--- config.mk ---
export PLATFORM = sky130hd
export DESIGN_NAME = video_fine_clamp
export DESIGN_NICKNAME = d
export VERILOG_FILES = /design/src/rtl/video_fine_clamp.sv
export SDC_FILE = /design/constraint.sdc
export NUM_CORES = 1
export LEC_CHECK = 0
export ABC_AREA = 1
export BUFFER_PORTS_ARGS = -buffer_cell sky130_fd_sc_hd__buf_2
export CORE_MARGIN = 1
export CORE_UTILIZATION = 60
export DETAILED_ROUTE_END_ITERATION = 10
export PLACE_DENSITY = 0.92
export SLEW_MARGIN = 20
export SYNTH_ARGS = -nofsm -noshare
export SYNTH_HDL_FRONTEND = slang
export SYNTH_SLANG_ARGS = --single-unit
--- constraint.sdc ---
create_clock -name clk -period 5.92 [get_ports clk]
set_input_delay 1.184 -clock clk [delete_from_list [all_inputs] [get_ports clk]]
set_output_delay 1.184 -clock clk [all_outputs]
set_load 0.05 [all_outputs]
--- src/rtl/video_fine_clamp.sv ---
module video_fine_clamp #(
  parameter int DW         = 12,
  parameter int AVG_LOG    = 4,
  parameter int GAIN_SHIFT = 2
) (
  input  logic          clk,
  input  logic          rst_n,
  input  logic          porch,
  input  logic          freeze,
  input  logic [DW-1:0] in_a,
  input  logic [DW-1:0] in_b,
  input  logic [DW-1:0] in_c,
  input  logic          man_a_en,
  input  logic [DW-1:0] man_a_val,
  input  logic          man_b_en,
  input  logic [DW-1:0] man_b_val,
  input  logic          man_c_en,
  input  logic [DW-1:0] man_c_val,
  output logic [DW-1:0] out_a,
  output logic [DW-1:0] out_b,
  output logic [DW-1:0] out_c
);
  localparam int NS   = 1 << AVG_LOG;
  localparam int OW   = DW + 1;
  localparam int SW   = DW + AVG_LOG;
  localparam int CW   = AVG_LOG + 1;
  localparam int NCH  = 3;
  localparam logic signed [OW:0] TOP = (OW+1)'((1 << DW) - 1);

  logic [CW-1:0] cnt;
  logic          take, fin, full;
  logic [DW-1:0] din     [NCH];
  logic [DW-1:0] dout    [NCH];
  logic          man_en  [NCH];
  logic [DW-1:0] man_val [NCH];
  logic [NCH*OW-1:0] off_flat;

  assign take = porch && (cnt < CW'(NS));
  assign fin  = !porch && (cnt != '0);
  assign full = (cnt == CW'(NS));

  assign din[0] = in_a;   assign din[1] = in_b;   assign din[2] = in_c;
  assign man_en[0] = man_a_en;  assign man_en[1] = man_b_en;  assign man_en[2] = man_c_en;
  assign man_val[0] = man_a_val; assign man_val[1] = man_b_val; assign man_val[2] = man_c_val;
  assign out_a = dout[0]; assign out_b = dout[1]; assign out_c = dout[2];

  always_ff @(posedge clk) begin
    if (!rst_n)    cnt <= '0;
    else if (take) cnt <= cnt + 1'b1;
    else if (fin)  cnt <= '0;
  end

  for (genvar ch = 0; ch < NCH; ch++) begin : g_ch
    logic [SW-1:0]        sum;
    logic signed [OW-1:0] off;
    logic signed [OW-1:0] eff;
    logic signed [OW:0]   err, nxt, diff;

    assign err  = $signed({2'b00, sum[SW-1:AVG_LOG]}) - $signed({off[OW-1], off});
    assign nxt  = $signed({off[OW-1], off}) + (err >>> GAIN_SHIFT);
    assign eff  = man_en[ch] ? $signed({man_val[ch][DW-1], man_val[ch]}) : off;
    assign diff = $signed({2'b00, din[ch]}) - $signed({eff[OW-1], eff});
    assign off_flat[ch*OW +: OW] = off;

    always_ff @(posedge clk) begin
      if (!rst_n) begin
        sum <= '0;
        off <= '0;
      end else if (take) begin
        sum <= sum + SW'(din[ch]);
      end else if (fin) begin
        sum <= '0;
        if (full && !freeze) off <= nxt[OW-1:0];
      end
    end

    always_ff @(posedge clk) begin
      if (!rst_n)              dout[ch] <= '0;
      else if (diff < 0)       dout[ch] <= '0;
      else if (diff > TOP)     dout[ch] <= TOP[DW-1:0];
      else                     dout[ch] <= diff[DW-1:0];
    end
  end
endmodule

==> results.py, run 1 <==
metrics = {
    "synth": {
        "yosysWarnings": 0,
        "synthDistinctLibCells": 37,
        "synthCells": 2095,
        "async_flop_share_pct": 0,
        "ys_seq_area_share_pct": 22.2,
        "synth_common_cells": "649 x nand2_1, 288 x inv_1, 180 x a21oi_1, 180 x nand3_1, 161 x nor2_1",
        "yosysMostFrequentCell": "nand2_1",
        "synth_enable_flop_cells": 36,
        "synth_area_leaders": "nand2_1 19%, dfxtp_1 14%, ha_1 14%",
        "yosys.area.top_type": "nand2_1",
        "synth_seq_cells": 128,
        "synth-main-ff-cell": "dfxtp_1",
        "netlist_area_mm2": 0.0131,
        "synth_top_area_share_pct": 18.5,
        "syn_avg_cell_area_um2": 6.27,
    },
    "power_and_ir_drop": {
        "total_power_mw": 3.46,
        "power.density_mw_per_mm2": 238,
        "vdd_drop_max_v": 0.000201,
        "p_leak_nw": 7.93,
    },
    "floorplan": {
        "die_w_um": 150,
        "fp-row-count": 53,
        "dieArea_mm2": 0.0225,
        "initial_core_util_pct": 61.9,
        "die_h_um": 150,
        "fp.coreArea_mm2": 0.0212,
        "ios": 115,
    },
    "flow_run": {
        "cap_violations": 0,
    },
    "timing": {
        "clock.fmax_mhz": 294,
        "fin_crit_ps": 3400,
        "drv_slew": 0,
        "hold_viol_final": 0,
        "fin_setup_tns_ps": 0,
        "final-setup-viol-count": 0,
        "relSlewSlack_pct": 25.2,
        "finClkSkew_ps": 11.3,
        "rsz0062_at_grt": "no",
        "tightest_slew_ps": 1120,
        "fin_crit_sh_pct": 57.5,
    },
    "clock_tree": {
        "cts_root_buffer": "clkbuf_16",
        "cts.sinks": 128,
        "cts_resized": 0,
        "cts_buffers": 17,
        "clockBufferDepth": 2,
        "htree_levels": 4,
        "clkTransAtPathRegs_ps": 60,
        "postCtsSetupBuffers": 0,
        "ctsHoldBuffers": 0,
        "cts_tree": "done",
        "clock_latency_ps": 430,
    },
    "cells_and_area": {
        "area_growth_pct": 10.5,
        "drive_above_1_share_pct": 7.74,
        "nNetsFinal": 2458,
        "fillers": 1849,
        "diodes": 0,
        "fin_util_pct": 68.5,
    },
    "grt": {
        "grt.total_usage_pct": 31.9,
        "grt_start_max_net_pins": 56,
        "grt_pass1_vias": 12800,
        "grt_overflow": 0,
        "antenna_found_initial": 0,
        "grt_pass1_wl_mm": 58.1,
    },
    "drt": {
        "ant_nets": 0,
        "routedWlPerCell_um": 14.2,
        "wirelength_mm": 35.6,
        "drt_first_pass_iters": 8,
        "drc": 0,
        "vias_per_cell": 5.60,
        "drtIter0Drc": 975,
        "vias": 14100,
    },
    "worst_setup_path": {
        "crit_fanout": 13,
        "crit_path_start_kind": "input port",
        "arrival_ps": 3690,
        "critPathRequiredTime_ps": 6210,
        "endpoint_kind": "register",
        "reg2reg_setup_slack_ps": 2850,
        "crit_type": "in -> reg",
    },
    "placement": {
        "dp_hpwl_mm": 27.6,
        "finalWeightedCongestion": 0.955,
        "port_buffers": 114,
    },
    "min_path": {
        "hp-class": "reg -> reg",
    },
    "status": {
        "status": "completed",
    },
}
path summary, 6_finish.rpt:
| path | from | endpoint | cells past startpoint |
|---|---|---|---|
| setup reg to reg | cnt[0] | g_ch[0].off[1] | 8 |
| setup / recovery | man_c_en | dout[2][11] | 12 |
| hold / removal | g_ch[0].sum[0] | g_ch[0].sum[0] | 2 |
| hold reg to reg | g_ch[0].sum[0] | g_ch[0].sum[0] | 2 |
metal layers:
layer  global-route usage (%)  up-vias  wire length, um
li1                         -     7083                -
met1                     40.3     6254            15000
met2                     54.2      611            16800
met3                     4.97      103             2780
met4                     12.2        0             1060
met5                        0        -                0
where the power goes:
group | internal, mW | leakage, nW | switching (mW) | total, mW
Combinational | 0.502 | 6.56 | 0.982 | 1.48
Sequential | 0.966 | 1.12 | 0.0344 | 1.00
Clock | 0.568 | 0.260 | 0.407 | 0.976
Total | 2.04 | 7.93 | 1.42 | 3.46
stage by stage:
step	hold WS (ps)	instances	setup WS (ps)	instance area, um2
final	470	2511	2520	14500
after global routing	489	2511	2260	14500
after CTS	470	2511	2590	14500
after detailed placement	461	2480	2130	14000
after global placement	451	2480	2200	14000
after floorplan	443	2130	2770	13300
cell type report:
class                   count  area (um2)  area share, %
well taps                 275         344           2.37
clock inverters            12        96.3          0.663
inverters                 293        1100           7.57
repair buffers            117         593           4.08
multi-input cells        1667        9040           62.2
clock buffers              19         433           2.98
flip-flops and latches    128        2920           20.1
state kept, by name (all words and copies together) (netlist names):
name	count
g_ch.sum	48
dout	36
cnt	5
g_ch.off	39
cells by family (layout without fill, tap and decap cells):
group	after synthesis	in the layout	share of synthesized area (%)
buffers and inverters	335	441	10.1
DFF	128	128	22.2
and+or+nand+nor	1052	1052	33.0
xor gates and xnor gates	65	65	4.33
adders and majority gates	155	155	15.3
other	1	36	0.0285
AOI/OAI and AO/OA	359	359	15.0
cell usage in the layout (no fill, tap or decap), types with 46 or more instances in the layout:
cell / Yosys / layout
a21oi_1: 180 / 180
buf_2: 9 / 114
dfxtp_1: 92 / 92
ha_1: 146 / 146
inv_1: 288 / 287
nand2_1: 649 / 649
nand3_1: 180 / 180
nor2_1: 161 / 161
o21ai_0: 94 / 94
xor2_1: 46 / 46
critical path, cell delays in order:
cell     delay (ps)
buf_2           120
o21ai_0         300
ha_1            210
inv_1            70
fa_1            430
nand3_1         110
nand3_2         110
nand3_1         110
nand4_1         420
nand2_1         230
nand3_2         210
nand2_1         170
No activity file was read; power rests on OpenSTA's default activity.
==> run 2: changes to the inputs <==
--- a/config.mk
+++ b/config.mk
@@ -5,12 +5,12 @@
 export SDC_FILE = /design/constraint.sdc
 export NUM_CORES = 1
 export LEC_CHECK = 0
-export ABC_AREA = 1
+export ABC_AREA = 0
 export BUFFER_PORTS_ARGS = -buffer_cell sky130_fd_sc_hd__buf_2
 export CORE_MARGIN = 1
-export CORE_UTILIZATION = 60
+export CORE_UTILIZATION = 55
 export DETAILED_ROUTE_END_ITERATION = 10
-export PLACE_DENSITY = 0.92
+export PLACE_DENSITY = 0.9
 export SLEW_MARGIN = 20
 export SYNTH_ARGS = -nofsm -noshare
 export SYNTH_HDL_FRONTEND = slang
==> constraint.sdc (replaced) <==
create_clock -name clk -period 2.95 [get_ports clk]
set_input_delay 0.59 -clock clk [delete_from_list [all_inputs] [get_ports clk]]
set_output_delay 0.59 -clock clk [all_outputs]
set_load 0.05 [all_outputs]
==> results.py, run 2 <==
metrics = {
    "status": {
        "status": "did not finish",
        "haltStage": "global routing",
        "stop_error": "[ERROR GRT-0232] Routing congestion too high. Check the congestion heatmap in the GUI.",
    },
    "floorplan": {
        "ios": 115,
        "fp-row-count": 51,
        "initial_core_util_pct": 56.7,
        "die_w_um": 144,
        "die_h_um": 144,
    },
    "clock_tree": {
        "cts_root_buffer": "clkbuf_16",
        "cts.sinks": 128,
        "cts_buffers": 17,
        "clockBufferDepth": 2,
        "ctsHoldBuffers": 0,
        "htree_levels": 4,
    },
    "synth": {
        "netlist_area_mm2": 0.0111,
        "synth_area_leaders": "dfxtp_1 17%, ha_1 16%, edfxtp_1 9.7%",
        "synth-main-ff-cell": "dfxtp_1",
        "synth_seq_cells": 128,
        "synth_enable_flop_cells": 36,
        "synthDistinctLibCells": 77,
        "yosysWarnings": 0,
        "async_flop_share_pct": 0,
        "synthCells": 1315,
        "synth_top_area_share_pct": 16.5,
        "yosys.area.top_type": "dfxtp_1",
        "yosysMostFrequentCell": "ha_1",
        "synth_common_cells": "146 x ha_1, 145 x a21oi_1, 102 x nand2_1",
        "ys_seq_area_share_pct": 26.2,
        "syn_avg_cell_area_um2": 8.47,
    },
    "grt": {
        "grt_start_max_net_pins": 34,
        "grt.total_usage_pct": 65.3,
        "grt_overflow": 8,
    },
    "timing": {
        "endpoint_type": "register data pin",
        "worst_endpoint": "g_ch[0].off[12]$_SDFFE_PN0P_/D",
    },
    "placement": {
        "dp_hpwl_mm": 25.6,
        "finalWeightedCongestion": 0.920,
        "placed_cells": 1899,
        "port_buffers": 114,
    },
}
==> run 2: changes by cell type after synthesis, moves of 13 or more <==
cell,previous run,this run
nand2_1,649,102
nand4_1,43,13
nand2b_1,0,29
nor2_1,161,90
a21o_1,10,30
xnor2_1,19,45
nor2b_1,0,13
a21oi_1,180,145
o21ai_0,94,66
inv_1,288,76
o21a_1,1,21
nor3_1,4,17
mux2i_1,0,41
nand3_1,180,38
==> run 2: metal layers <==
layer	GRT usage [%]	overflow
met5	20.6	0
met4	62.2	6
met3	52.5	0
met1	64.3	0
met2	82.2	2
==> run 2: cells by family after synthesis <==
| group | share of synthesized area [%] |
|---|---|
| buf+inv | 4.28 |
| compound gates | 23.6 |
| other cells | 0.0337 |
| mux | 4.29 |
| simple gates | 15.7 |
| xor+xnor | 7.87 |
| fa+ha+maj | 18.0 |
| flops | 26.2 |
==> run 2: metrics by stage <==
step                      setup slack, ps  TNS [ps]  area (um2)
after floorplan                      -406     -2470       11500
after global placement               -400     -5240       13800
after detailed placement             -622     -9720       13800
after CTS                            -568     -3190       15000
==> run 2: what timing repair did <==
action,in CTS
buffers inserted,23
gates resized for setup,83
pin swaps,55
setup endpoints to repair,19
==> run 3: changes to the inputs <==
--- a/config.mk
+++ b/config.mk
@@ -8,9 +8,9 @@
 export ABC_AREA = 0
 export BUFFER_PORTS_ARGS = -buffer_cell sky130_fd_sc_hd__buf_2
 export CORE_MARGIN = 1
-export CORE_UTILIZATION = 55
+export CORE_UTILIZATION = 40
 export DETAILED_ROUTE_END_ITERATION = 10
-export PLACE_DENSITY = 0.9
+export PLACE_DENSITY_LB_ADDON = 0.15
 export SLEW_MARGIN = 20
 export SYNTH_ARGS = -nofsm -noshare
 export SYNTH_HDL_FRONTEND = slang
==> constraint.sdc (replaced) <==
create_clock -name clk -period 3.8 [get_ports clk]
set_input_delay 0.76 -clock clk [delete_from_list [all_inputs] [get_ports clk]]
set_output_delay 0.76 -clock clk [all_outputs]
set_load 0.05 [all_outputs]
==> results.py, run 3 <==
metrics = {
    "synth": {
        "synthDistinctLibCells": 77,
        "yosys.area.top_type": "dfxtp_1",
        "synth_seq_cells": 128,
        "synth_area_leaders": "dfxtp_1 17%, ha_1 16%, edfxtp_1 9.7%",
        "ys_seq_area_share_pct": 26.2,
        "yosysMostFrequentCell": "ha_1",
        "async_flop_share_pct": 0,
        "syn_avg_cell_area_um2": 8.47,
        "synth_top_area_share_pct": 16.5,
        "synthCells": 1315,
        "yosysWarnings": 0,
        "synth-main-ff-cell": "dfxtp_1",
        "synth_common_cells": "146 x ha_1, 145 x a21oi_1, 102 x nand2_1",
        "netlist_area_mm2": 0.0111,
        "synth_enable_flop_cells": 36,
    },
    "power_and_ir_drop": {
        "p_leak_nw": 5.82,
        "vdd_drop_max_v": 0.000188,
        "total_power_mw": 5.36,
        "power.density_mw_per_mm2": 412,
    },
    "worst_setup_path": {
        "crit_fanout": 3,
        "slowest_delay_ps": 440,
        "endpoint_kind": "register",
        "reg2reg_setup_slack_ps": 110,
        "crit_type": "reg -> reg",
        "path_delay_family": "compound AO/OA/AOI/OAI gates",
        "cp_cell_sequence": "inv_1 > ha_4 > a2111oi_4 > o31ai_4 > buf_6 > a21oi_4 > o21bai_1 > xor2_1 > ha_1 > a21oi_2 > and2b_1 > a311o_1 > a31o_1 > a31o_1 > o31a_1",
        "path_buf_inv": 2,
        "slowest_stage": "a2111oi_4",
        "arrival_ps": 3990,
        "crit_path_start_kind": "register",
        "crit_top_cell": "a31o_1",
        "critPathRequiredTime_ps": 4100,
    },
    "cells_and_area": {
        "final_area_mm2": 0.0130,
        "area_growth_pct": 16.9,
        "diodes": 0,
        "layout_common_cells": "144 x ha_1, 141 x a21oi_1, 114 x buf_2, 102 x nand2_1, 90 x dfxtp_1",
        "drive_above_1_share_pct": 15.1,
        "reg_top3": "g_ch.sum: 48 flops, g_ch.off: 39 flops, dout: 36 flops",
        "final_common_cell": "ha_1",
        "top_register": "g_ch.sum",
        "largest_reg_flops": 48,
        "nNetsFinal": 1702,
    },
    "timing": {
        "finClkSkew_ps": 11.6,
        "hold_viol_final": 0,
        "drv_slew": 0,
        "tightest_slew_ps": 988,
        "fin_setup_tns_ps": 0,
        "fin_crit_sh_pct": 97.1,
        "setup_ws_ps": 110,
        "relSlewSlack_pct": 34.1,
        "final-setup-viol-count": 0,
        "clock.fmax_mhz": 271,
        "fin_crit_ps": 3690,
    },
    "flow_run": {
        "cap_violations": 0,
    },
    "drt": {
        "drtIter0Drc": 568,
        "vias": 9840,
        "drt_first_pass_iters": 7,
        "drc": 0,
        "ant_nets": 0,
        "routedWlPerCell_um": 15.1,
        "wirelength_mm": 28.1,
        "vias_per_cell": 5.31,
    },
    "grt": {
        "grt_start_max_net_pins": 44,
        "grt_pass1_wl_mm": 46.1,
        "grt_overflow": 0,
        "grt.total_usage_pct": 20.1,
        "grt_pass1_vias": 9391,
        "antenna_found_initial": 0,
    },
    "placement": {
        "port_buffers": 114,
        "placed_area_mm2": 0.0123,
        "dp_hpwl_mm": 21.7,
        "finalWeightedCongestion": 0.855,
        "dp_slack_ps": 23.7,
    },
    "floorplan": {
        "ios": 115,
        "die_w_um": 169,
        "dieArea_mm2": 0.0285,
        "initial_core_util_pct": 41.1,
        "fp-row-count": 60,
        "die_h_um": 169,
        "fp.coreArea_mm2": 0.0271,
    },
    "clock_tree": {
        "htree_levels": 4,
        "clock_latency_ps": 420,
        "clkTransAtPathRegs_ps": 60,
        "clockBufferDepth": 2,
        "ctsHoldBuffers": 0,
        "cts.sinks": 128,
        "cts_root_buffer": "clkbuf_16",
        "cts_tree": "done",
        "cts_buffers": 17,
    },
    "status": {
        "status": "completed",
    },
    "min_path": {
        "hp-class": "reg -> reg",
    },
}
run 3: cell counts after synthesis:
No cell type changed its count.
run 3: layout make-up:
cell class / instances / area, um2
timing repair buffer: 144 / 800
clock buffer: 19 / 443
tap: 372 / 465
inverter: 76 / 285
multi-input combinational: 1101 / 7950
clock inverter: 13 / 153
sequential: 128 / 2930
fill: 2644 / 14100
run 3: layer usage:
metal / share of wire (%) / routed length, um / global-route usage, % / vias to the layer above
li1: - / - / - / 5078
met3: 3.5 / 989 / 2.88 / 26
met5: 0 / 0 / 0 / -
met2: 46 / 12900 / 33.8 / 169
met1: 49 / 13800 / 26.9 / 4567
met4: 1.1 / 315 / 5.65 / 0
run 3: where the power goes:
part	switching [mW]	internal, mW	total (mW)
clock network	0.694	0.999	1.69
registers	0.0556	1.51	1.56
logic	1.23	0.877	2.10
run 3: what timing repair did:
item,4_1_cts,5_1_grt
buffers inserted,1,2
endpoints found under the setup margin,1,2
pin swaps,1,10
resized for setup,0,15
run 3: worst register-to-register path, cell delays in order (launching register included):
cell and delay (ps):
dfxtp_1 330, inv_1 70, ha_4 230, a2111oi_4 440, o31ai_4 110, buf_6 130, a21oi_4 160, o21bai_1 120
xor2_1 150, ha_1 330, a21oi_2 200, and2b_1 200, a311o_1 370, a31o_1 250, a31o_1 200, o31a_1 290
run 3: cells by family after synthesis:
logic type,synth area share (%)
AOI/OAI and AO/OA,23.6
xor gates and xnor gates,7.87
other,0.0337
muxes,4.29
and+or+nand+nor,15.7
adders and majority gates,18.0
DFF,26.2
buffers and inverters,4.28
run 3: final timing paths:
kind,from,end,cells past startpoint
setup / recovery,g_ch[0].off[1],g_ch[0].off[12],15
hold / removal,g_ch[0].sum[2],g_ch[0].sum[2],2
setup reg to reg,g_ch[0].off[1],g_ch[0].off[12],15
hold reg to reg,g_ch[0].sum[2],g_ch[0].sum[2],2
run 3: through the flow:
step                      hold slack [ps]  util [%]  instances
after floorplan                       447         -       1350
after global placement                456      45.5       1818
after detailed placement              466      45.5       1818
after CTS                             473      47.7       1851
after global routing                  499      48.0       1853
final                                 472      48.0       1853
==> run 4: changes to the inputs <==
--- a/config.mk
+++ b/config.mk
@@ -7,6 +7,7 @@
 export LEC_CHECK = 0
 export ABC_AREA = 0
 export BUFFER_PORTS_ARGS = -buffer_cell sky130_fd_sc_hd__buf_2
+export CORE_ASPECT_RATIO = 0.6
 export CORE_MARGIN = 1
 export CORE_UTILIZATION = 40
 export DETAILED_ROUTE_END_ITERATION = 10
==> results.py, run 4 (same netlist as run 3, synthesis figures left out) <==
metrics = {
    "grt": {
        "grt_start_max_net_pins": 48,
        "met2_usage_pct": 28.3,
        "met1_usage_pct": 33.8,
        "antenna_found_initial": 1,
        "use_met3_pct": 4.28,
        "grt_pass1_wl_mm": 48.2,
        "grt_busiest_layer": "met1",
        "grt.total_usage_pct": 21.2,
        "grt_overflow": 0,
        "grt_pass1_vias": 9107,
    },
    "clock_tree": {
        "cts.sinks": 128,
        "htree_levels": 4,
        "clockBufferDepth": 2,
        "cts_buffers": 17,
        "clkTransAtPathRegs_ps": 60,
        "clock_latency_ps": 450,
        "cts_tree": "done",
        "ctsHoldBuffers": 0,
        "cts_root_buffer": "clkbuf_16",
    },
    "timing": {
        "setup_ws_ps": 206,
        "final-setup-viol-count": 0,
        "tightest_slew_ps": 885,
        "finClkSkew_ps": 10.9,
        "clock.fmax_mhz": 278,
        "fin_crit_sh_pct": 94.6,
        "drv_slew": 0,
        "hold_viol_final": 0,
        "fin_crit_ps": 3590,
        "relSlewSlack_pct": 41.0,
    },
    "worst_setup_path": {
        "crit_fanout": 5,
        "path_buf_inv": 1,
        "crit_cells": 16,
        "path_delay_family": "compound AO/OA/AOI/OAI gates",
        "endpoint_kind": "register",
        "crit_top_cell": "ha_1",
        "rr_worst_depth": 16,
        "slowest_delay_ps": 360,
        "r2r-end": "g_ch[2].off[12]",
        "crit_path_start_kind": "register",
        "slowest_stage": "dfxtp_2",
        "crit_type": "reg -> reg",
        "cp_cell_sequence": "inv_1 > ha_1 > o21a_1 > nor2_1 > a21oi_2 > a41o_1 > a41o_2 > a21oi_1 > xnor2_1 > ha_1 > nor2b_1 > a311o_1 > a31oi_2 > nor4_1 > o211a_1 > a211o_1",
        "arrival_ps": 3930,
        "critPathRequiredTime_ps": 4140,
        "r2r-start": "g_ch[2].off[2]",
        "reg2reg_setup_slack_ps": 210,
    },
    "cells_and_area": {
        "area_growth_pct": 17.2,
        "reg_top3": "g_ch.sum: 48 flops, g_ch.off: 39 flops, dout: 36 flops",
        "nNetsFinal": 1700,
        "fillers": 2575,
        "largest_reg_flops": 48,
        "top_register": "g_ch.sum",
        "layout_common_cells": "143 x ha_1, 141 x a21oi_1, 114 x buf_2, 102 x nand2_1, 90 x nor2_1",
        "fin_util_pct": 48.5,
        "final_common_cell": "ha_1",
        "drive_above_1_share_pct": 15.5,
    },
    "drt": {
        "ant_nets": 0,
        "wirelength_mm": 29.7,
        "vias_per_cell": 5.36,
        "drc": 0,
        "vias": 9865,
        "drtIter0Drc": 591,
        "routedWlPerCell_um": 16.2,
        "drt_first_pass_iters": 4,
    },
    "floorplan": {
        "fp.coreArea_mm2": 0.0269,
        "die_h_um": 131,
        "ios": 115,
        "fp-row-count": 46,
        "die_w_um": 217,
        "dieArea_mm2": 0.0285,
        "initial_core_util_pct": 41.4,
    },
    "power_and_ir_drop": {
        "total_power_mw": 5.51,
        "p_leak_nw": 5.85,
        "vdd_drop_max_v": 0.000271,
        "power.density_mw_per_mm2": 422,
    },
    "flow_run": {
        "cap_violations": 0,
    },
    "min_path": {
        "hp-start": "g_ch[2].sum[2]",
        "hp-class": "reg -> reg",
        "whs_endpoint": "g_ch[2].sum[2]",
        "hold_path_depth": 2,
    },
    "placement": {
        "finalWeightedCongestion": 0.883,
        "dp_slack_ps": 13.1,
        "port_buffers": 114,
        "dp_hpwl_mm": 22.9,
    },
    "status": {
        "status": "completed",
    },
}
run 4: cell types whose count changed in the layout (fill, tap and decap cells not counted), sizes merged:
cell | before | now
clkinvlp | 2 | 1
clkinv | 4 | 5
buf | 144 | 142
diode | 0 | 1
clkbuf | 19 | 21
inv | 81 | 79
run 4: per-layer routing:
layer  wire [um]  part of all wire, %
met5           0                    0
met4         191                 0.64
met3        1250                  4.2
met2       11600                   39
met1       16700                   56
run 4: worst max-delay path by stage:
stage	from	end	slack, ps
after global placement	g_ch[0].off[1]	g_ch[0].off[12]	190
after CTS	g_ch[2].off[2]	g_ch[2].off[12]	10
after floorplan	man_b_en	dout[1][11]	110
after detailed placement	g_ch[2].off[2]	g_ch[2].off[12]	10
after global routing	g_ch[2].off[2]	g_ch[2].off[12]	-4
final	g_ch[2].off[2]	g_ch[2].off[12]	210
run 4: layout make-up:
type	count	area (um2)	area share, %
multi-input cells	1101	7970	61.0
clock buffers	21	503	3.85
flip-flops and latches	128	2930	22.4
inverters	76	285	2.19
diodes	1	2.50	0.0192
well taps	360	450	3.45
clock inverters	11	123	0.940
repair buffers	142	793	6.08
run 4: where the power goes:
part	internal, mW	switching, mW
clock	1.08	0.687
sequential	1.51	0.0615
combinational	0.893	1.28
run 4: repair_timing:
action | CTS | global route
setup buffers | 0 | 4
setup endpoints to repair | 1 | 3
pin swaps | 0 | 15
gates resized for setup | 1 | 19
run 4: stage by stage:
| step | hold WS [ps] | std cells | TNS (ps) | area [um2] |
|---|---|---|---|---|
| 2_1_floorplan | 447 | 1350 | 0 | 11300 |
| 3_3_place_gp | 458 | 1803 | 0 | 12300 |
| 3_5_place_dp | 466 | 1803 | 0 | 12300 |
| 4_1_cts | 474 | 1835 | 0 | 12900 |
| 5_1_grt | 493 | 1840 | -4.04 | 13000 |
| 6_report | 472 | 1840 | 0 | 13000 |
run 4: tightest hold or removal path, cell delays in order, from the launching register on:
cell	delay (ps)
dfxtp_1	310
nand3_1	60
a21oi_1	50
